[src/rtl/modsum_pkg.sv]
package modsum_pkg;
  // tree depth is fixed: eight operands, three pairwise levels
  localparam int unsigned LEVELS  = 3;
  localparam int unsigned NUM_OPS = 1 << LEVELS;

  // bits needed to hold a residue below m
  function automatic int unsigned res_width(input int unsigned m);
    return (m <= 2) ? 1 : $clog2(m);
  endfunction
endpackage

[src/rtl/modsum_node.sv]
// Two-input modular adder: raw sum, then conditional subtract of the modulus.
module modsum_node #(
  parameter int unsigned MODULUS = 3,
  parameter int unsigned RW      = 2
) (
  input  logic [RW-1:0] opa,
  input  logic [RW-1:0] opb,
  output logic [RW-1:0] res
);
  localparam int unsigned SW = RW + 1;  // raw sum width, < 2*MODULUS
  localparam int unsigned DW = RW + 2;  // difference width with sign bit

  logic [SW-1:0] raw;
  logic [DW-1:0] diff;

  always_comb begin
    raw  = SW'(opa) + SW'(opb);
    diff = DW'(raw) - DW'(MODULUS);
    if (diff[DW-1]) res = raw[RW-1:0];
    else            res = diff[RW-1:0];
  end

  // with in-range operands the node result never reaches the modulus
  always_comb begin
    if ((32'(opa) < MODULUS) && (32'(opb) < MODULUS))
      assert_node_range_R3: assert (32'(res) < MODULUS);
  end
endmodule

[src/rtl/modsum_level.sv]
// One registered tree level: N_IN residues in, N_IN/2 residues out.
module modsum_level #(
  parameter int unsigned MODULUS = 3,
  parameter int unsigned RW      = 2,
  parameter int unsigned N_IN    = 8
) (
  input  logic                       clk,
  input  logic                       rst_n,
  input  logic                       adv,
  input  logic                       vin,
  input  logic [N_IN-1:0][RW-1:0]    din,
  output logic                       vout,
  output logic [N_IN/2-1:0][RW-1:0]  dout
);
  localparam int unsigned N_OUT = N_IN / 2;

  logic [N_OUT-1:0][RW-1:0] nxt;

  for (genvar n = 0; n < N_OUT; n++) begin : g_node
    modsum_node #(.MODULUS(MODULUS), .RW(RW)) u_node (
      .opa (din[2*n]),
      .opb (din[2*n+1]),
      .res (nxt[n])
    );
  end

  // data registers load only for real beats, so bubbles leave them still
  always_ff @(posedge clk) begin
    if (!rst_n) begin
      vout <= 1'b0;
      dout <= '0;
    end else if (adv) begin
      vout <= vin;
      if (vin) dout <= nxt;
    end
  end

  // an advancing beat occupies this level on the next cycle
  assert_advance_R2: assert property (@(posedge clk) disable iff (!rst_n)
    (adv && vin) |=> vout);

  // an advancing bubble leaves this level empty
  assert_bubble_R7: assert property (@(posedge clk) disable iff (!rst_n)
    (adv && !vin) |=> !vout);
endmodule

[src/rtl/modsum_tree8.sv]
module modsum_tree8 #(
  parameter int unsigned MODULUS = 3,
  localparam int unsigned RW     = modsum_pkg::res_width(MODULUS),
  localparam int unsigned NOPS   = modsum_pkg::NUM_OPS
) (
  input  logic                      clk,
  input  logic                      rst_n,
  input  logic                      in_valid,
  output logic                      in_ready,
  input  logic [NOPS-1:0][RW-1:0]   in_ops,
  output logic                      out_valid,
  input  logic                      out_ready,
  output logic [RW-1:0]             out_sum
);
  localparam int unsigned LEVELS = modsum_pkg::LEVELS;

  logic adv;

  // global stall: the tree moves unless the final beat is refused
  assign adv      = !out_valid || out_ready;
  assign in_ready = adv;

  for (genvar lv = 0; lv < LEVELS; lv++) begin : g_lvl
    localparam int unsigned NIN = NOPS >> lv;
    logic [NIN-1:0][RW-1:0]   d;
    logic                     vi;
    logic [NIN/2-1:0][RW-1:0] q;
    logic                     v;

    if (lv == 0) begin : g_src_port
      assign d  = in_ops;
      assign vi = in_valid;
    end else begin : g_src_prev
      assign d  = g_lvl[lv-1].q;
      assign vi = g_lvl[lv-1].v;
    end

    modsum_level #(.MODULUS(MODULUS), .RW(RW), .N_IN(NIN)) u_level (
      .clk   (clk),
      .rst_n (rst_n),
      .adv   (adv),
      .vin   (vi),
      .din   (d),
      .vout  (v),
      .dout  (q)
    );
  end

  assign out_valid = g_lvl[LEVELS-1].v;
  assign out_sum   = g_lvl[LEVELS-1].q[0];

  // a refused result beat is frozen
  assert_hold_R5: assert property (@(posedge clk) disable iff (!rst_n)
    (out_valid && !out_ready) |=> (out_valid && $stable(out_sum)));

  // a presented result is always a proper residue
  assert_out_range_R3: assert property (@(posedge clk) disable iff (!rst_n)
    out_valid |-> (32'(out_sum) < MODULUS));
endmodule

[config.mk]
export PLATFORM = sky130hd
export DESIGN_NAME = modsum_tree8
export DESIGN_NICKNAME = d
export VERILOG_FILES = /design/src/rtl/modsum_pkg.sv /design/src/rtl/modsum_node.sv /design/src/rtl/modsum_level.sv /design/src/rtl/modsum_tree8.sv
export SDC_FILE = /design/constraint.sdc
export NUM_CORES = 1
export LEC_CHECK = 0
export ABC_AREA = 1
export BUFFER_PORTS_ARGS = -buffer_cell sky130_fd_sc_hd__buf_4
export CORE_MARGIN = 2
export CORE_UTILIZATION = 41
export DETAILED_ROUTE_END_ITERATION = 6
export HOLD_SLACK_MARGIN = 0.03
export PLACE_DENSITY = 0.65
export REMOVE_ABC_BUFFERS = 1
export SLEW_MARGIN = 20
export SYNTH_ARGS = -nofsm -noshare
export SYNTH_HDL_FRONTEND = slang
export SYNTH_SLANG_ARGS = --single-unit
export TNS_END_PERCENT = 1
[constraint.sdc]
create_clock -name clk -period 1.4 [get_ports clk]
set_clock_uncertainty 0.15 [all_clocks]
set_input_delay 0.14 -clock clk [delete_from_list [all_inputs] [get_ports clk]]
set_output_delay 0.14 -clock clk [all_outputs]
set_load 0.01 [all_outputs]
Word-level counts from Yosys, hierarchy flattened --
Index checks and enable logic that the tools add are counted.
Storage, ports and cells: logic and storage cells 36, register bits after elaboration 17, output and inout bits 4, input bits 20
Operators by class: reduce and logical (&&, ||, !) cells 5, muxes and demuxes 7, add/sub/neg operators 14
Operator list (count):
- 3-bit by 2-bit subtractor with 4-bit output, second input constant | 7
- 2-bit by 2-bit adder with 3-bit output | 7
- 2-bit two-way mux | 7
- 2-bit AND reduction | 3
- 1-bit zero test | 1
- 1-bit logical OR | 1

Longest topological paths before layout --
Gate-level depths: netlist of run 1.
depth in word-level cells 3, mapped depth 7, mapped depth without buffers 7

By module --
Synthesis of run 1 repeated with hierarchy kept, for this count alone.
Unflattened totals: cells, all modules 180, area, all modules 1174.9 sq um
Modules (own cells, without submodules):
- modsum_node | cells an instance 11, sequential area each 0.0 sq um, area each 68.8 sq um, times used 7
- modsum_level at g_lvl[0].u_level | cells an instance 55, sequential area each 180.2 sq um, area each 370.4 sq um, times used 1
- modsum_level at g_lvl[1].u_level | cells an instance 29, sequential area each 100.1 sq um, area each 196.4 sq um, times used 1
- modsum_level at g_lvl[2].u_level | cells an instance 17, sequential area each 60.1 sq um, area each 118.9 sq um, times used 1
- modsum_tree8 | cells an instance 2, sequential area each 0.0 sq um, area each 7.5 sq um, times used 1

Least setup slack after synthesis of run 1 --
Ideal clock, no wire load.
path type reg2reg, start register g_lvl[0].u_level.dout[4] (netlist name), end register g_lvl[1].u_level.dout[3] (netlist name), cell stages (with the launch flop) 7, buffers on the path 0, period minus slack after synthesis 1518 ps, required time 1133 ps, setup slack -118 ps, data arrival time 1251 ps, cells stage by stage dfxtp_1 > ha_1 > fa_1 > inv_1 > nor2_1 > nor3_1 > nor2_1
On the way: longest elaborated chain between the ends 3
Ends and longest elaborated chain:
- start: declaration | line modsum_level.sv:13 | output logic [N_IN/2-1:0][RW-1:0] dout
- start signal: assignment | line modsum_level.sv:34 | if (vin) dout <= nxt;
- 2-bit by 2-bit adder with 3-bit output (*) | line modsum_node.sv:17 | raw = SW'(opa) + SW'(opb);
- 3-bit by 2-bit subtractor with 4-bit output | line modsum_node.sv:18 | diff = DW'(raw) - DW'(MODULUS);
- 2-bit two-way mux (*) | line modsum_node.sv:19 | if (diff[DW-1]) res = raw[RW-1:0];
- end signal: assignment | line modsum_level.sv:34
- end: declaration | line modsum_level.sv:13
Every way passes the cells marked *; elsewhere a longest branch is shown, timed or not. A chain may end at the register's enable or synchronous reset.

Final worst setup path of run 1 --
Same ends and word-level chain as after synthesis.

==> reports/qor.yml, run 1 <==
global_routing:
  grt.overflow.total: 0
  gr-usage-met3: 0.02791
  met2_usage: 0.2653
  antenna_found_initial: 0
  first_global_vias: 915
  grt.busiest_layer: "met2"
  grt_use_total: 0.1460
  grt_pass1_wl_um: 3684
  grt_max_degree: 15
  gr-usage-met1: 0.1703
layout:
  final_common_cell: "nand2_1"
  area_delta_synth_final_pct: 27.24
  antenna_cells: 0
  num-fill-cells: 236
  drive_gt1_frac: 0.2258
  mostFrequentLayoutCells: "nand2_1 (43), inv_1 (29), nor2_1 (27)"
  fin_cells: 216
  final_area_sq_um: 1403
  fin_nets: 221
routing:
  drc: 0
  vias: 986
  viasPerCell: 4.565
  drt_iter0_markers: 16
  totalWireLength_um: 2135
  wl_per_cell_um: 9.884
  dr.pass1.iters: 4
  ant_nets: 0
critical_path:
  cp_slowest_cell: "fa_1"
  crit_buf_inv: 1
  worstPathRequired_ns: 1.44
  rr_endpoint: "g_lvl[1].u_level.dout[3]$_SDFFE_PN0P_"
  crit_end: "g_lvl[1].u_level.dout[3]$_SDFFE_PN0P_"
  r2r_cells: 6
  startpoint: "g_lvl[0].u_level.dout[4]$_SDFFE_PN0P_"
  crit_family: "adder cells"
  cp_cell_sequence: "ha_4 > fa_1 > inv_1 > nor2_1 > nor3_1 > nor2_1"
  cp.arrival_ns: 1.64
  cp_slowest_stage_delay_ns: 0.48
  r2r_slack_ns: -0.20
  startpoint_type: "flop"
  timing.rr.start: "g_lvl[0].u_level.dout[4]$_SDFFE_PN0P_"
  critPathMaxFanout: 3
  cp_num_cells: 6
  cpMostUsedCell: "nor2_1"
  critPathKind: "reg -> reg"
  endpoint_kind: "flop"
yosys:
  ys_ff_latch: 17
  synth_cell_type_count: 13
  synth_seq_area_share: 0.3087
  netlist_instances: 158
  netlist_area_sq_um: 1102
  avgSynthCellArea_sq_um: 6.977
  yosys_warnings: 0
timing:
  setup_slack_ns: -0.2031
  rsz0062_at_grt: "yes"
  max_slew_margin: 0.8257
  setup_viol_count_final: 6
  fmax_mhz: 623.8
  hold-worst-slack_ns: 0.05376
  worst_pin_slew_ns: 0.2608
  hold_viol: 0
  fin_crit_ns: 1.603
  fin_tns_setup_ns: -1.024
  min_period_over_period: 1.145
  slew_violations: 0
cts:
  cts_tree: "done"
  clock_latency_ns: 0.29
  cts_made_buffers: 3
  htreeDepth: 1
  clockRootBuffer: "clkbuf_4"
  clkTransAtPathRegs_ns: 0.10
  cts_sinks: 17
  cts.path.max_buffers: 2
die:
  die_w_um: 55.85
  dieArea_sq_um: 3119
  core_region_area_sq_um: 2522
  initial_utilization: 0.4370
  die-height_um: 55.85
  pin_count: 24
  rows: 18
worst_hold_path:
  hold_path_class: "in -> reg"
  whs_path_depth: 3
placed_design:
  gp_congestion: 0.7273
  pre_cts_slack_ns: -0.2191
  hpwl_um: 1610
  dp.cells: 209
  placed_area_sq_um: 1296
  portBuffers: 23
pwr:
  ir_worst_vdd_mv: 0.5258
  p_leak_nw: 0.7444
  powerDensity_nw_per_um2: 843.9
flow_run:
  max_cap_violations: 0
status:
  outcome: "complete, but fails checks"
  violations: "negative setup slack"
-- cell families after synthesis --
family / count (synthesis) / synth area share
and+or+nand+nor: 77 / 0.2860
DFF: 17 / 0.3087
AOI/OAI and AO/OA: 18 / 0.08172
buffers and inverters: 32 / 0.1169
adders and majority gates: 14 / 0.2066
-- synth_stat cells, drive strengths merged --
| cell type | number | area (sq um) |
|---|---|---|
| nand2 | 45 | 183.9 |
| inv | 30 | 112.6 |
| nor2 | 27 | 101.4 |
| dfxtp | 17 | 340.3 |
| a21oi | 11 | 55.05 |
| fa | 7 | 140.1 |
| ha | 7 | 87.58 |
| o21ai | 7 | 35.03 |
| nor3 | 5 | 30.03 |
| buf | 2 | 16.26 |
-- registers in the layout, summed over array words and instances (netlist names) --
name,cells
g_lvl.u_level.dout,14
g_lvl.u_level.vout,3
-- stage by stage --
step	utilization	power (W)
global route	0.5561	0.001277
detailed placement	0.5139	0.0008864
global placement	0.5139	0.0008705
floorplan	-	0.0007793
finish	0.5561	0.001184
CTS	0.5392	0.001169
-- layout make-up --
cell class	count	area, sq um	area share
multi-input combinational	109	679.4	0.4844
sequential	17	347.8	0.2480
timing repair buffer	26	197.7	0.1409
inverter	30	112.6	0.08029
tap	30	37.54	0.02676
clock buffer	3	22.52	0.01606
clock inverter	1	5.005	0.003568
-- worst min-delay path by stage --
stage	startpoint	endpoint
2_1_floorplan	rst_n	g_lvl[0].u_level.dout[0]$_SDFFE_PN0P_
3_3_place_gp	out_ready	g_lvl[1].u_level.vout$_SDFFE_PN0N_
3_5_place_dp	out_ready	g_lvl[1].u_level.vout$_SDFFE_PN0N_
4_1_cts	in_valid	g_lvl[0].u_level.vout$_SDFFE_PN0N_
5_1_grt	in_valid	g_lvl[0].u_level.vout$_SDFFE_PN0N_
6_report	in_valid	g_lvl[0].u_level.vout$_SDFFE_PN0N_
-- layer usage --
layer / vias up / share of wire
met2: 17 / 0.52
met4: 0 / 0.0098
met5: - / 0
met1: 439 / 0.44
met3: 2 / 0.026
li1: 528 / -
-- worst reg2reg max path: stages (launching register included) --
cell	delay [ns]
dfxtp_2	0.35
ha_4	0.15
fa_1	0.48
inv_1	0.08
nor2_1	0.04
nor3_1	0.20
nor2_1	0.06
-- what timing repair did --
item / in CTS / in global routing
setup buffers: 0 / 1
endpoints found under the hold margin: 15 / 0
hold buffers: 2 / 0
endpoints found under the setup margin: 6 / 9
pin swaps: 3 / 7
resized for setup: 7 / 11
-- power by group --
group | internal [W] | switching, W | total, W
clock | 0.000106 | 0.000159 | 0.000266
combinational | 0.000177 | 0.000185 | 0.000362
sequential | 0.000524 | 0.0000316 | 0.000556
total | 0.000807 | 0.000376 | 0.00118
No activity file was read; power rests on OpenSTA's default activity.
==> run 2: changes to the inputs <==
--- a/config.mk
+++ b/config.mk
@@ -11,7 +11,6 @@
 export CORE_UTILIZATION = 41
 export DETAILED_ROUTE_END_ITERATION = 6
 export HOLD_SLACK_MARGIN = 0.03
-export PLACE_DENSITY = 0.65
 export REMOVE_ABC_BUFFERS = 1
 export SLEW_MARGIN = 20
 export SYNTH_ARGS = -nofsm -noshare
==> constraint.sdc (replaced) <==
create_clock -name clk -period 1.5 [get_ports clk]
set_clock_uncertainty 0.15 [all_clocks]
set_input_delay 0.15 -clock clk [delete_from_list [all_inputs] [get_ports clk]]
set_output_delay 0.15 -clock clk [all_outputs]
set_load 0.01 [all_outputs]
==> reports/qor.yml, run 2 (synthesis gave the netlist of run 1 again) <==
layout:
  num-fill-cells: 254  # +7.6%
  top_register: "g_lvl.u_level.dout"
  drive_gt1_frac: 0.2054  # -0.02040
  fin_cells: 215  # -0.46%
  area_delta_synth_final_pct: 25.54
  mostFrequentLayoutCells: "nand2_1 (43), inv_1 (30), nor2_1 (26)"
  antenna_cells: 0  # unchanged
  reg_top3: "g_lvl.u_level.dout x14, g_lvl.u_level.vout x3"
  final_common_cell: "nand2_1"
  finalCoreUtilization: 0.5486  # -0.007441
  largest_reg_flops: 14  # unchanged
  multi_input_area_sq_um: 669.4  # -1.5%
  final-seq-area_sq_um: 345.3  # -0.72%
  fin_nets: 220  # -0.45%
timing:
  hold_viol: 0  # unchanged
  fin_crit_ns: 1.579  # -0.02376 ns
  rsz0062_at_grt: "yes"
  setup_slack_ns: -0.07938  # +0.1238 ns
  hold-worst-slack_ns: 0.08454  # +0.03078 ns
  max_slew_margin: 0.8089  # -0.01676
  fmax_mhz: 633.2  # +1.5%
  setup_viol_count_final: 6  # unchanged
  worst_pin_slew_ns: 0.2859  # +0.02508 ns
  min_period_over_period: 1.053  # -0.09218
  slew_violations: 0  # unchanged
die:
  die_w_um: 55.85  # unchanged
  rows: 18  # unchanged
  pin_count: 24  # unchanged
  core_region_area_sq_um: 2522  # unchanged
  die-height_um: 55.85  # unchanged
  dieArea_sq_um: 3119  # unchanged
  initial_utilization: 0.4370  # unchanged
routing:
  viasPerCell: 4.423  # -3.1%
  drc: 0  # unchanged
  ant_nets: 0  # unchanged
  drt_iter0_markers: 8  # -8
  totalWireLength_um: 2083  # -2.4%
  wl_per_cell_um: 9.688  # -2.0%
  dr.pass1.iters: 4  # unchanged
  vias: 951  # -3.5%
cts:
  htreeDepth: 1  # unchanged
  post_cts_buffers: 0  # unchanged
  clockRootBuffer: "clkbuf_4"
  cts_made_buffers: 3  # unchanged
  cts.path.max_buffers: 2  # unchanged
  cts_tree: "done"
  cts_sinks: 17  # unchanged
  clock_latency_ns: 0.28  # about the same
  clkTransAtPathRegs_ns: 0.09  # about the same
global_routing:
  grt.overflow.total: 0  # unchanged
  antenna_found_initial: 0  # unchanged
  first_global_vias: 931  # +1.7%
  grt_max_degree: 15  # unchanged
  grt_pass1_wl_um: 3774  # +2.4%
  grt_use_total: 0.1510  # +0.004999
critical_path:
  critPathMaxFanout: 3  # unchanged
  worstPathRequired_ns: 1.53  # +0.09 ns
  endpoint_kind: "flop"
  crit_buf_inv: 1  # unchanged
  cp_num_cells: 6  # unchanged
  cp_slowest_cell: "fa_1"
  startpoint_type: "flop"
  cpMostUsedCell: "nor2_1"
  cp.arrival_ns: 1.61  # -0.03 ns
  r2r_cells: 6  # unchanged
  cp_slowest_stage_delay_ns: 0.48  # about the same
  crit_family: "adder cells"
  cp_cell_sequence: "ha_1 > fa_1 > inv_1 > nor2_1 > nor3_2 > nor2_1"
  critPathKind: "reg -> reg"
status:
  violations: "negative setup slack"
  outcome: "complete, but fails checks"
worst_hold_path:
  whs_path_depth: 3  # unchanged
  hold_path_class: "in -> reg"
pwr:
  powerDensity_nw_per_um2: 774.9  # -8.2%
  ir_worst_vdd_mv: 0.4774  # -9.2%
  p_leak_nw: 0.7442  # about the same
placed_design:
  hpwl_um: 1663  # +3.3%
  gp_congestion: 0.6979  # -4.0%
  portBuffers: 23  # unchanged
  dp.cells: 209  # unchanged
flow_run:
  max_cap_violations: 0  # unchanged
run 2: cell types whose count changed in the layout (fill, tap and decap cells not counted), sizes merged:
cell	previous run	this run
buf	25	23
clkbuf	3	4
clkinv	1	0
dlygate4sd3	1	2
run 2: area by class of cell:
class,instances,share of cell area
clock buffer,4,0.01899
inverter,30,0.08137
multi-input combinational,109,0.4837
sequential,17,0.2495
tap,30,0.02712
timing repair buffer,25,0.1392
run 2: where the power goes:
part           switching [W]  internal (W)  leakage, nW
clock               0.000130      0.000103       0.0150
combinational       0.000172      0.000154        0.588
sequential         0.0000249      0.000488        0.142
total               0.000327      0.000745        0.744
run 2: through the flow:
stage | setup WS [ns] | area [sq um] | power (W) | setup TNS (ns)
finish | -0.07938 | 1384 | 0.001072 | -0.3430
detailed placement | -0.1123 | 1296 | 0.0008281 | -0.9143
floorplan | -0.01760 | 1086 | 0.0007274 | -0.04615
global placement | -0.09048 | 1296 | 0.0008153 | -0.5350
global route | -0.1569 | 1384 | 0.001164 | -0.8200
CTS | -0.09883 | 1348 | 0.001076 | -0.4636
run 2: worst reg2reg max path, stage by stage (launching register included):
cell and delay [ns]:
dfxtp_2 0.33, ha_1 0.20, fa_1 0.48, inv_1 0.07
nor2_1 0.04, nor3_2 0.16, nor2_1 0.05
run 2: timing repair:
| action | CTS | global route |
|---|---|---|
| hold buffers | 2 | 0 |
| endpoints found under the setup margin | 6 | 7 |
| gates resized for setup | 5 | 8 |
| pin swaps | 0 | 2 |
| endpoints found under the hold margin | 12 | 0 |
run 2: path summary, 6_finish.rpt:
| path | slack (ns) | to | startpoint |
|---|---|---|---|
| setup / recovery | -0.08 | g_lvl[1].u_level.dout[3]$_SDFFE_PN0P_ | g_lvl[0].u_level.dout[4]$_SDFFE_PN0P_ |
| hold / removal | 0.08 | g_lvl[0].u_level.vout$_SDFFE_PN0N_ | in_valid |
| setup reg to reg | -0.08 | g_lvl[1].u_level.dout[3]$_SDFFE_PN0P_ | g_lvl[0].u_level.dout[4]$_SDFFE_PN0P_ |
| hold reg to reg | 0.32 | g_lvl[1].u_level.vout$_SDFFE_PN0N_ | g_lvl[1].u_level.vout$_SDFFE_PN0N_ |
run 2: per-layer routing:
metal	part of all wire	track usage	vias up	routed length, um
met1	0.45	0.1722	407	932
li1	-	-	529	-
met2	0.51	0.2738	13	1059
met3	0.030	0.02558	2	63
met4	0.013	0.06803	0	27
met5	0	0	-	0
